[src/rtl/tdm_tx_pkg.sv]
package tdm_tx_pkg;
  typedef enum logic {
    FRM_8SLOT  = 1'b0,
    FRM_16SLOT = 1'b1
  } frame_mode_e;
endpackage

[src/rtl/tdm_tx_sync.sv]
module tdm_tx_sync #(
  parameter int W       = 2,
  parameter int STAGES  = 2
) (
  input  logic         clk_i,
  input  logic         rst_ni,
  input  logic [W-1:0] async_i,
  output logic [W-1:0] sync_o
);
  logic [STAGES-1:0][W-1:0] stage_q;

  always_ff @(posedge clk_i or negedge rst_ni) begin
    if (!rst_ni) begin
      stage_q <= '0;
    end else begin
      stage_q[0] <= async_i;
      for (int i = 1; i < STAGES; i++) stage_q[i] <= stage_q[i-1];
    end
  end

  assign sync_o = stage_q[STAGES-1];
endmodule

[src/rtl/tdm_tx_seq.sv]
module tdm_tx_seq
  import tdm_tx_pkg::*;
#(
  parameter int SLOT_W = 32,
  parameter int SLOTS  = 8,
  localparam int CNT_W = $clog2(2 * SLOTS * SLOT_W)
) (
  input  logic             clk_i,
  input  logic             rst_ni,
  input  logic             fall_i,
  input  logic             fs_i,
  input  frame_mode_e      mode_i,
  output logic             start_o,
  output logic             active_o,
  output logic [CNT_W-1:0] cnt_o,
  output frame_mode_e      mode_o
);
  localparam logic [CNT_W-1:0] LAST_8  = CNT_W'(SLOTS * SLOT_W - 1);
  localparam logic [CNT_W-1:0] LAST_16 = CNT_W'(2 * SLOTS * SLOT_W - 1);

  logic             fs_prev_q;
  logic             active_q;
  logic [CNT_W-1:0] cnt_q;
  frame_mode_e      mode_q;
  logic [CNT_W-1:0] last_w;

  assign start_o = fall_i & fs_i & ~fs_prev_q;
  assign last_w  = (mode_q == FRM_16SLOT) ? LAST_16 : LAST_8;

  always_ff @(posedge clk_i or negedge rst_ni) begin
    if (!rst_ni) begin
      fs_prev_q <= 1'b0;
      active_q  <= 1'b0;
      cnt_q     <= '0;
      mode_q    <= FRM_8SLOT;
    end else if (fall_i) begin
      fs_prev_q <= fs_i;
      if (start_o) begin
        active_q <= 1'b1;
        cnt_q    <= '0;
        mode_q   <= mode_i;
      end else if (active_q) begin
        if (cnt_q == last_w) begin
          active_q <= 1'b0;
          cnt_q    <= '0;
        end else begin
          cnt_q <= cnt_q + 1'b1;
        end
      end
    end
  end

  assign active_o = active_q;
  assign cnt_o    = cnt_q;
  assign mode_o   = mode_q;
endmodule

[src/rtl/tdm_tx_shadow.sv]
module tdm_tx_shadow #(
  parameter int SLOT_W = 32,
  parameter int MAX_CH = 8
) (
  input  logic                          clk_i,
  input  logic                          rst_ni,
  input  logic                          load_i,
  input  logic [MAX_CH*SLOT_W-1:0]      data_i,
  output logic [MAX_CH-1:0][SLOT_W-1:0] words_o
);
  for (genvar k = 0; k < MAX_CH; k++) begin : g_word
    logic [SLOT_W-1:0] word_q;
    always_ff @(posedge clk_i or negedge rst_ni) begin
      if (!rst_ni)     word_q <= '0;
      else if (load_i) word_q <= data_i[k*SLOT_W +: SLOT_W];
    end
    assign words_o[k] = word_q;
  end
endmodule

[src/rtl/tdm_tx_mux.sv]
module tdm_tx_mux
  import tdm_tx_pkg::*;
#(
  parameter int SLOT_W = 32,
  parameter int ACT_CH = 4,
  parameter int MAX_CH = 8,
  parameter int CNT_W  = 9
) (
  input  logic                          active_i,
  input  frame_mode_e                   mode_i,
  input  logic [CNT_W-1:0]              cnt_i,
  input  logic [MAX_CH-1:0][SLOT_W-1:0] words_i,
  output logic                          bit_o
);
  localparam int BIT_W  = $clog2(SLOT_W);
  localparam int SLOT_IW = CNT_W - BIT_W;

  logic [SLOT_IW-1:0] slot_w;
  logic [BIT_W-1:0]   bidx_w;
  logic [SLOT_IW-1:0] n_act_w;
  logic [MAX_CH-1:0]  pick_w;

  assign slot_w  = cnt_i[CNT_W-1:BIT_W];
  assign bidx_w  = cnt_i[BIT_W-1:0];
  assign n_act_w = (mode_i == FRM_16SLOT) ? SLOT_IW'(MAX_CH) : SLOT_IW'(ACT_CH);

  // MSB first: bit counter 0 selects the top bit of the word
  for (genvar k = 0; k < MAX_CH; k++) begin : g_pick
    assign pick_w[k] = (slot_w == SLOT_IW'(k)) & words_i[k][BIT_W'(SLOT_W-1) - bidx_w];
  end

  assign bit_o = active_i & (slot_w < n_act_w) & (|pick_w);
endmodule

[src/rtl/tdm_adc_tx.sv]
module tdm_adc_tx
  import tdm_tx_pkg::*;
#(
  parameter int SLOT_W      = 32,
  parameter int ACT_CH      = 4,
  parameter int SLOTS       = 8,
  parameter int SYNC_STAGES = 2,
  localparam int MAX_CH     = 2 * ACT_CH,
  localparam int CNT_W      = $clog2(2 * SLOTS * SLOT_W)
) (
  input  logic                     clk_i,
  input  logic                     rst_ni,
  input  logic                     bclk_i,
  input  logic                     fsync_i,
  input  logic                     mode16_i,
  input  logic [MAX_CH*SLOT_W-1:0] ch_data_i,
  output logic                     dout_o
);
  logic [1:0]                    sync_w;
  logic                          bclk_prev_q;
  logic                          fall_w;
  logic                          start_w;
  logic                          active_w;
  logic [CNT_W-1:0]              cnt_w;
  frame_mode_e                   mode_q;
  frame_mode_e                   mode_in_w;
  logic [MAX_CH-1:0][SLOT_W-1:0] words_w;

  tdm_tx_sync #(.W(2), .STAGES(SYNC_STAGES)) u_sync (
    .clk_i  (clk_i),
    .rst_ni (rst_ni),
    .async_i({fsync_i, bclk_i}),
    .sync_o (sync_w)
  );

  always_ff @(posedge clk_i or negedge rst_ni) begin
    if (!rst_ni) bclk_prev_q <= 1'b0;
    else         bclk_prev_q <= sync_w[0];
  end

  assign fall_w    = bclk_prev_q & ~sync_w[0];
  assign mode_in_w = mode16_i ? FRM_16SLOT : FRM_8SLOT;

  tdm_tx_seq #(.SLOT_W(SLOT_W), .SLOTS(SLOTS)) u_seq (
    .clk_i   (clk_i),
    .rst_ni  (rst_ni),
    .fall_i  (fall_w),
    .fs_i    (sync_w[1]),
    .mode_i  (mode_in_w),
    .start_o (start_w),
    .active_o(active_w),
    .cnt_o   (cnt_w),
    .mode_o  (mode_q)
  );

  tdm_tx_shadow #(.SLOT_W(SLOT_W), .MAX_CH(MAX_CH)) u_shadow (
    .clk_i  (clk_i),
    .rst_ni (rst_ni),
    .load_i (start_w),
    .data_i (ch_data_i),
    .words_o(words_w)
  );

  tdm_tx_mux #(
    .SLOT_W(SLOT_W), .ACT_CH(ACT_CH), .MAX_CH(MAX_CH), .CNT_W(CNT_W)
  ) u_mux (
    .active_i(active_w),
    .mode_i  (mode_q),
    .cnt_i   (cnt_w),
    .words_i (words_w),
    .bit_o   (dout_o)
  );
endmodule

[config.mk]
export PLATFORM = sky130hd
export DESIGN_NAME = tdm_adc_tx
export DESIGN_NICKNAME = d
export VERILOG_FILES = /design/src/rtl/tdm_tx_pkg.sv /design/src/rtl/tdm_tx_sync.sv /design/src/rtl/tdm_tx_seq.sv /design/src/rtl/tdm_tx_shadow.sv /design/src/rtl/tdm_tx_mux.sv /design/src/rtl/tdm_adc_tx.sv
export SDC_FILE = /design/constraint.sdc
export NUM_CORES = 1
export LEC_CHECK = 0
export BUFFER_PORTS_ARGS = -buffer_cell sky130_fd_sc_hd__buf_2
export CAP_MARGIN = 20
export CORE_MARGIN = 1
export CORE_UTILIZATION = 55
export DETAILED_ROUTE_END_ITERATION = 8
export GPL_ROUTABILITY_DRIVEN = 0
export PLACE_DENSITY = 0.83
export SETUP_SLACK_MARGIN = 0.5
export SYNTH_ARGS = -nofsm -noshare
export SYNTH_HDL_FRONTEND = slang
export SYNTH_SLANG_ARGS = --single-unit
export TNS_END_PERCENT = 100
[constraint.sdc]
create_clock -name clk_i -period 3.1 [get_ports clk_i]
set_input_delay 0.775 -clock clk_i [delete_from_list [all_inputs] [get_ports clk_i]]
set_output_delay 0.775 -clock clk_i [all_outputs]
set_load 0.01 [all_outputs]
==> results.md, run 1 <==
* Most frequent cells in the layout: dfrtp_1, mux2_2, buf_2
* Worst Setup End Kind: output pin
* F_max at about 270 MHz
* Detail Placement HPWL at between 20000 and 25000 µm
* Clk Latency, worst-skew pair at between 0.5 and 0.6 ns
* Filler cell count in the final layout at roughly 1400
* Synthesis-to-finish area growth at 23.7%
* Core Area at 22100 µm²
* Pwr Density at roughly 770 nW/µm²
* Post-Syn Nets at roughly 1100
* CTS Hold Bufs at 0
* Leakage power at roughly 0.0069 µW
* Worst reg2reg path depth at 8
* First-pass GRT wire length at just under 50000 µm
* Final instance area at approximately 16000 µm²
* Register area share after synthesis at 54.4%
* Synthesized area at around 13000 µm²
* Storage cell area at slightly below 7000 µm²
* Placed cells at 1351
* Total Die Area at between 20000 and 25000 µm²
* Synth cell types at 52
* Worst Path Required at roughly 2.3 ns
* Status: finished with violations
* Reg2Reg Setup Slack at 0.81 ns
* Max clock buf depth at 3
* Main synth FF type: dfrtp_1
* Clock sinks at 273
* Share of cells above drive strength 1 at 59.7%
* Nets at between 1000 and 1500
* Multi-input logic area at about 5400 µm²
* Syn_area_per_cell at ~15 µm²
* CTS tree: done
* Drt wl/cell at approximately 22 µm
* Via count at roughly 8400
* Reg clk slew, reported paths at about 0.060 ns
* Starting DRT DRC Count at between 500 and 600
* Startpoint Class: register
* Max-slew headroom at about three fifths
* Crit share post-route at 120%
* Final slew viol count at 0
* CTS Buf Count at 29
* Failing checks: setup timing
* DRC at 0
* Initial Utilization at 56.9%
* Setup CP Type: reg -> out
* GRT Util Overall at a little over a quarter
* Overflow after GRT at 0
* Worst Path Arrival at 2.94 ns
* Post-DRT Antenna Nets at 0
* Post-route minimum period at around 3.7 ns
* Root Buffer: clkbuf_16
* Drt total wl at between 30000 and 40000 µm
* Final hold viol count at 0
* Max cap viols at 0
* Slew of the pin with the lowest slew margin at 0.591 ns
* Synth warn at 0
* DP Area at between 10000 and 15000 µm²
* Fin worst setup slack at -0.617 ns
* Total Neg Setup Slack at -0.617 ns
* Number of port buffers at around 260
* Vias in the first global route at roughly 9000
* Worst min path class: in -> async
* I/O pins at about 260
* Commonest non-fill, non-tap cell in the layout: dfrtp_1
* Max VDD drop at ~0.00053 V
* Die height at between 150 and 200 µm
* Non-filler cells, final at about 1400
* RSZ-0062 raised after global routing: yes
* Rows at between 50 and 60
* Crit Path Max Fanout at 7
* Largest net degree at the start of global routing at around 90
* Capturing point of the worst reg2reg path: u_seq.cnt_o[8]
* FF+latch count, synth at ~270
* Fraction of registers with async set/reset at 100%
* Initial antenna violation count at 8
* CTS H-tree depth at 1
* Cells after synthesis at roughly 830
* DRT Pass-1 Iters at 7
* Setup violators final at 1
* Critical R2R Launch: u_seq.cnt_o[1]
* Post-DR vias/cell at 5.91
* Clk_skew at about 0.013 ns
* Die width at 153 µm
* Post-synth EDFFs at 0
## how the worst max path moves through the flow
stage | end | slack [ns] | cells after the start | start
floorplan | dout_o | 0.34 | 8 | u_seq.cnt_o[0]
global placement | dout_o | -0.16 | 8 | u_seq.cnt_o[0]
detailed placement | dout_o | -0.20 | 7 | u_seq.cnt_o[0]
CTS | dout_o | -0.62 | 8 | u_seq.cnt_o[0]
global route | dout_o | -0.69 | 9 | u_seq.cnt_o[0]
finish | dout_o | -0.62 | 9 | u_seq.cnt_o[0]
## worst max-delay path, stage by stage (launching register included)
cell and delay, ns:
dfrtp_4 0.56, buf_6 0.16, buf_4 0.13, mux2_2 0.28, a221oi_2 0.28, a221oi_2 0.11
a2111oi_2 0.35, and4_1 0.28, a31oi_1 0.09, buf_2 0.17
## where the power goes
group,internal (µW),leakage [µW],switching [µW]
sequential,4480,0.00325,569
combinational,2100,0.00316,1470
clock,1980,0.000448,1370
## final cells by class
type / count / area share (%)
diodes: 8 / 0.129
multi-input cells: 493 / 35.0
well taps: 280 / 2.25
clock buffers: 44 / 5.29
inverters: 3 / 0.0725
repair buffers: 318 / 12.7
clock inverters: 7 / 0.572
flip-flops and latches: 273 / 44.0
## logic make-up (layout without fill, tap and decap cells)
kind of cell    Yosys count  after routing  share of synthesized area, %
other cells               0              8                             0
compound gates           50             50                          2.89
mux                     337            337                          35.5
fa+ha+maj                 2              2                         0.199
buf+inv                  59            372                          2.77
xor+xnor                  2              2                         0.139
flops                   273            273                          54.4
simple gates            102            102                          4.09
## layer usage
metal  GRT usage [%]  up-vias  wire length (µm)
met5               0        -                 0
met3            4.79       80              1740
met4            10.9        0              1210
met2            43.3      344             15100
li1                -     3699                 -
met1            36.6     4302             13100
## flip-flops by register name (all words and copies together) (netlist names)
signal,flops
u_seq.active_o,1
u_sync.sync_o,2
u_seq.mode_o,1
u_shadow.g_word.word_q,256
u_seq.cnt_o,9
u_sync.stage_q,2
u_seq.fs_prev_q,1
bclk_prev_q,1
## through the flow
stage               setup slack (ns)  hold slack (ns)  util (%)  power, µW
detailed placement            -0.195            0.338      64.8       8320
finish                        -0.617            0.147      70.3      12000
global route                  -0.692            0.170      70.3      12500
global placement              -0.159            0.337      64.8       8180
CTS                           -0.620            0.159      69.7      11900
floorplan                      0.336            0.331         -       7220
## Yosys cell counts, types with 2 or more instances
cell type	count	area (µm²)
dfrtp_1	273	6830
mux2_2	267	3010
nand2_1	40	150
mux4_2	34	766
buf_2	29	145
mux4_1	20	526
clkbuf_1	15	56.3
mux2i_1	14	140
nor2_1	13	48.8
nand4_1	11	68.8
a221oi_1	10	87.6
a21oi_1	8	40.0
nand3_1	8	40.0
o21ai_0	7	35.0
buf_6	5	56.3
nor2b_1	5	31.3
and2_1	4	25.0
nor3_1	4	20.0
o22ai_1	4	25.0
a31oi_1	3	18.8
buf_1	3	11.3
buf_12	3	60.1
inv_1	3	11.3
nand2b_1	3	18.8
nor3b_1	3	22.5
a211o_1	2	17.5
a211oi_1	2	15.0
and3_1	2	12.5
and4_1	2	17.5
ha_1	2	25.0
nand4b_1	2	17.5
o211ai_1	2	15.0
or3_1	2	12.5
xnor2_1	2	17.5
## timing repair
action,4_1_cts,5_1_grt
buffers inserted,10,3
pin swaps,3,8
gates cloned,1,2
setup endpoints to repair,1,1
resized for setup,12,13
Note: power is estimated with default switching activity, not from simulation.
==> inputs of run 2 (changes only) <==
--- a/config.mk
+++ b/config.mk
@@ -8,10 +8,11 @@
 export BUFFER_PORTS_ARGS = -buffer_cell sky130_fd_sc_hd__buf_2
 export CAP_MARGIN = 20
 export CORE_MARGIN = 1
-export CORE_UTILIZATION = 55
+export CORE_UTILIZATION = 30
+export CTS_CLUSTER_DIAMETER = 50
 export DETAILED_ROUTE_END_ITERATION = 8
 export GPL_ROUTABILITY_DRIVEN = 0
-export PLACE_DENSITY = 0.83
+export PLACE_DENSITY = 0.54
 export SETUP_SLACK_MARGIN = 0.5
 export SYNTH_ARGS = -nofsm -noshare
 export SYNTH_HDL_FRONTEND = slang
==> constraint.sdc (replaced) <==
create_clock -name clk_i -period 3.4 [get_ports clk_i]
set_input_delay 0.85 -clock clk_i [delete_from_list [all_inputs] [get_ports clk_i]]
set_output_delay 0.85 -clock clk_i [all_outputs]
set_load 0.01 [all_outputs]
==> run 2 against run 1 <==
Against the previous run:
- the flow finishes with violations (DRC, setup timing)
- sequential cell count did not move
- critical endpoint unchanged
- die area increased by 82%
- clock power up 13%
- cell area rose by 3.8%
- core utilization shrank 31 points
- highest routed layer unchanged
- register-to-register slack better by 0.26 ns
- first-iteration DRC count decreased by 2.5%
- largest cell class unchanged
- power shrank 1.9%
- count of clock-buffer cells in the layout grew 1
- sequential share of layout area shrank 1.6 points
- setup slack improved by 0.20 ns
- hold slack improved by 0.11 ns
==> results.md, run 2 (synthesis gave the netlist of run 1 again) <==
* Clock sinks at 273 (unchanged)
* Crit Path Max Fanout at 8 (+1)
* GRT Util Overall at 16.7% (-10 points)
* Comb power frac at 28.7% (-1.1 points)
* Max VDD drop at 0.000296 V (-44%)
* Setup violators final at 1 (unchanged)
* Synthesis-to-finish area growth at 28.5%
* Root Buffer: clkbuf_16
* Leakage power at 0.00698 µW (+1.7%)
* Sequential Power Share at 39.0% (-3.2 points)
* Max cap viols at 0 (unchanged)
* Largest register FFs at 256 (unchanged)
* Fin worst setup slack at -0.415 ns (+0.202 ns)
* Worst Path Required at 2.55 ns (+0.23 ns)
* Worst Setup End Kind: output pin
* DRC at 26 (+26)
* Core Area at 41100 µm² (+86%)
* Via count at 8242 (-2.2%)
* Reg clk slew, reported paths at 0.06 ns (about the same)
* First-pass GRT wire length at 52900 µm (+8.3%)
* Starting DRT DRC Count at 513 (-2.5%)
* DRT Pass-1 Iters at 9 (+2)
* Capturing point of the worst reg2reg path: u_seq.cnt_o[0]
* Worst Path Arrival at 2.96 ns (+0.02 ns)
* Placed cells at 1603 (+19%)
* Post-DRT Antenna Nets at 0 (unchanged)
* Most frequent cells in the layout: dfrtp_1, mux2_2, buf_2
* DP Area at 14600 µm² (+2.0%)
* Setup CP Type: reg -> out
* Detail Placement HPWL at 25000 µm (+16%)
* Share of cells above drive strength 1 at 61.9% (+2.2 points)
* Largest net degree at the start of global routing at 128 (+44%)
* Clk Latency, worst-skew pair at 0.54 ns (about the same)
* Psw at 3430 µW (+0.61%)
* Non-filler cells, final at 1683 (+18%)
* Commonest non-fill, non-tap cell in the layout: dfrtp_1
* Critical R2R Launch: u_seq.cnt_o[0]
* Reg2Reg Setup Slack at 1.07 ns (+0.26 ns)
* Worst reg2reg path depth at 11 (+3)
* Drt total wl at 35000 µm (+12%)
* F_max at around 260 MHz
* I/O pins at 262 (unchanged)
* Post-layout util at 39.3% (-31 points)
* Max-slew headroom at 38.2% (-22 points)
* Post-route minimum period at about 3.8 ns
* Drt wl/cell at 20.8 µm (-5.0%)
* Hold WS at 0.258 ns (+0.111 ns)
* Die width at 207 µm (+35%)
* Failing checks: DRC, setup timing
* Crit share post-route at 112%
* Final instance area at 16100 µm² (+3.8%)
* Filler cell count in the final layout at 3978 (+180%)
* Overflow after GRT at 0 (unchanged)
* CTS H-tree depth at 2 (+1)
* CTS tree: done
* Total Die Area at 42700 µm² (+82%)
* Final hold viol count at 0 (unchanged)
* Number of port buffers at 261 (unchanged)
* Slew of the pin with the lowest slew margin at 0.927 ns (+0.335 ns)
* Worst min path class: in -> async
* Initial Utilization at 30.6% (-26 points)
* Critical Path Sink: dout_o
* Nets at 1389 (+0.58%)
* RSZ-0062 raised after global routing: yes
* Post-DR vias/cell at 4.90 (-17%)
* Clock network power share at 32.3% (+4.3 points)
* Die height at 207 µm (+35%)
* Total Neg Setup Slack at -0.415 ns (+0.202 ns)
* Rows at 74 (+37%)
* Largest reg by FF count: u_shadow.g_word.word_q
* Vias in the first global route at 8808 (-2.1%)
* Initial antenna violation count at 1 (-7)
* CTS Buf Count at 37 (+28%)
* Switch share at 29.2% (+0.72 points)
* Status: finished with violations
* Startpoint Class: register
* Clk_skew at 0.0200 ns (+0.00711 ns)
* Worst setup path startpoint: u_seq.cnt_o[0]
* P_int at 8320 µW (-2.9%)
* Max clock buf depth at 3 (unchanged)
* Pwr Density at 728 nW/µm² (-5.5%)
* Final slew viol count at 0 (unchanged)
run 2: how the worst min path moves through the flow:
stage | from | to | slack [ns] | cells past startpoint
after detailed placement | u_sync.stage_q[0] | u_sync.sync_o[0] | 0.34 | 0
after global routing | rst_ni | u_shadow.g_word[5].word_q[18] | 0.27 | 1
final | rst_ni | u_shadow.g_word[5].word_q[18] | 0.26 | 1
after floorplan | u_sync.stage_q[0] | u_sync.sync_o[0] | 0.33 | 0
after CTS | rst_ni | u_shadow.g_word[5].word_q[23] | 0.25 | 1
after global placement | u_sync.stage_q[1] | u_sync.sync_o[1] | 0.34 | 0
run 2: what timing repair did:
action                     CTS  global route
pin swaps                    8             8
cloned                       1             0
hold buffers                 0             0
resized for setup           24            20
setup endpoints to repair    1             1
buffers inserted             9             6
hold endpoints to repair     0             0
run 2: final cells by class:
type	count	area (µm²)	share of cell area (%)
diodes	1	2.50	0.0155
multi-input cells	493	5470	33.9
clock inverters	18	191	1.19
well taps	532	666	4.12
inverters	3	11.3	0.0698
clock buffers	45	1010	6.23
flip-flops and latches	273	6840	42.4
repair buffers	318	1950	12.1
run 2: through the flow:
stage | total power [µW] | setup WS (ns)
5_1_grt | 12400 | -0.485
3_3_place_gp | 7700 | -0.0197
6_report | 11800 | -0.415
3_5_place_dp | 7760 | -0.0205
2_1_floorplan | 6580 | 0.547
4_1_cts | 11900 | -0.442
run 2: per-layer routing:
metal	share of wire, %	up-vias	GRT usage [%]
met3	4.9	61	2.95
met4	2.9	0	6.41
met5	0	-	0
met1	46	4232	23.2
li1	-	3723	-
met2	46	226	26.0
run 2: critical path, stage by stage (launching register included):
cell and delay (ns):
dfrtp_4 0.51, buf_12 0.16, buf_12 0.15, buf_16 0.15, buf_12 0.14, mux4_2 0.45
a211o_1 0.32, nand4_1 0.09, o2111a_1 0.20, a31oi_1 0.08, buf_4 0.16
run 2: power by group through the flow:
stage | logic, µW | clock network [µW] | registers (µW)
after floorplan | 2180 | 0 | 4390
after global placement | 3060 | 0 | 4640
after detailed placement | 3110 | 0 | 4650
after CTS | 3320 | 3940 | 4590
after global routing | 3630 | 4060 | 4690
final | 3370 | 3800 | 4580
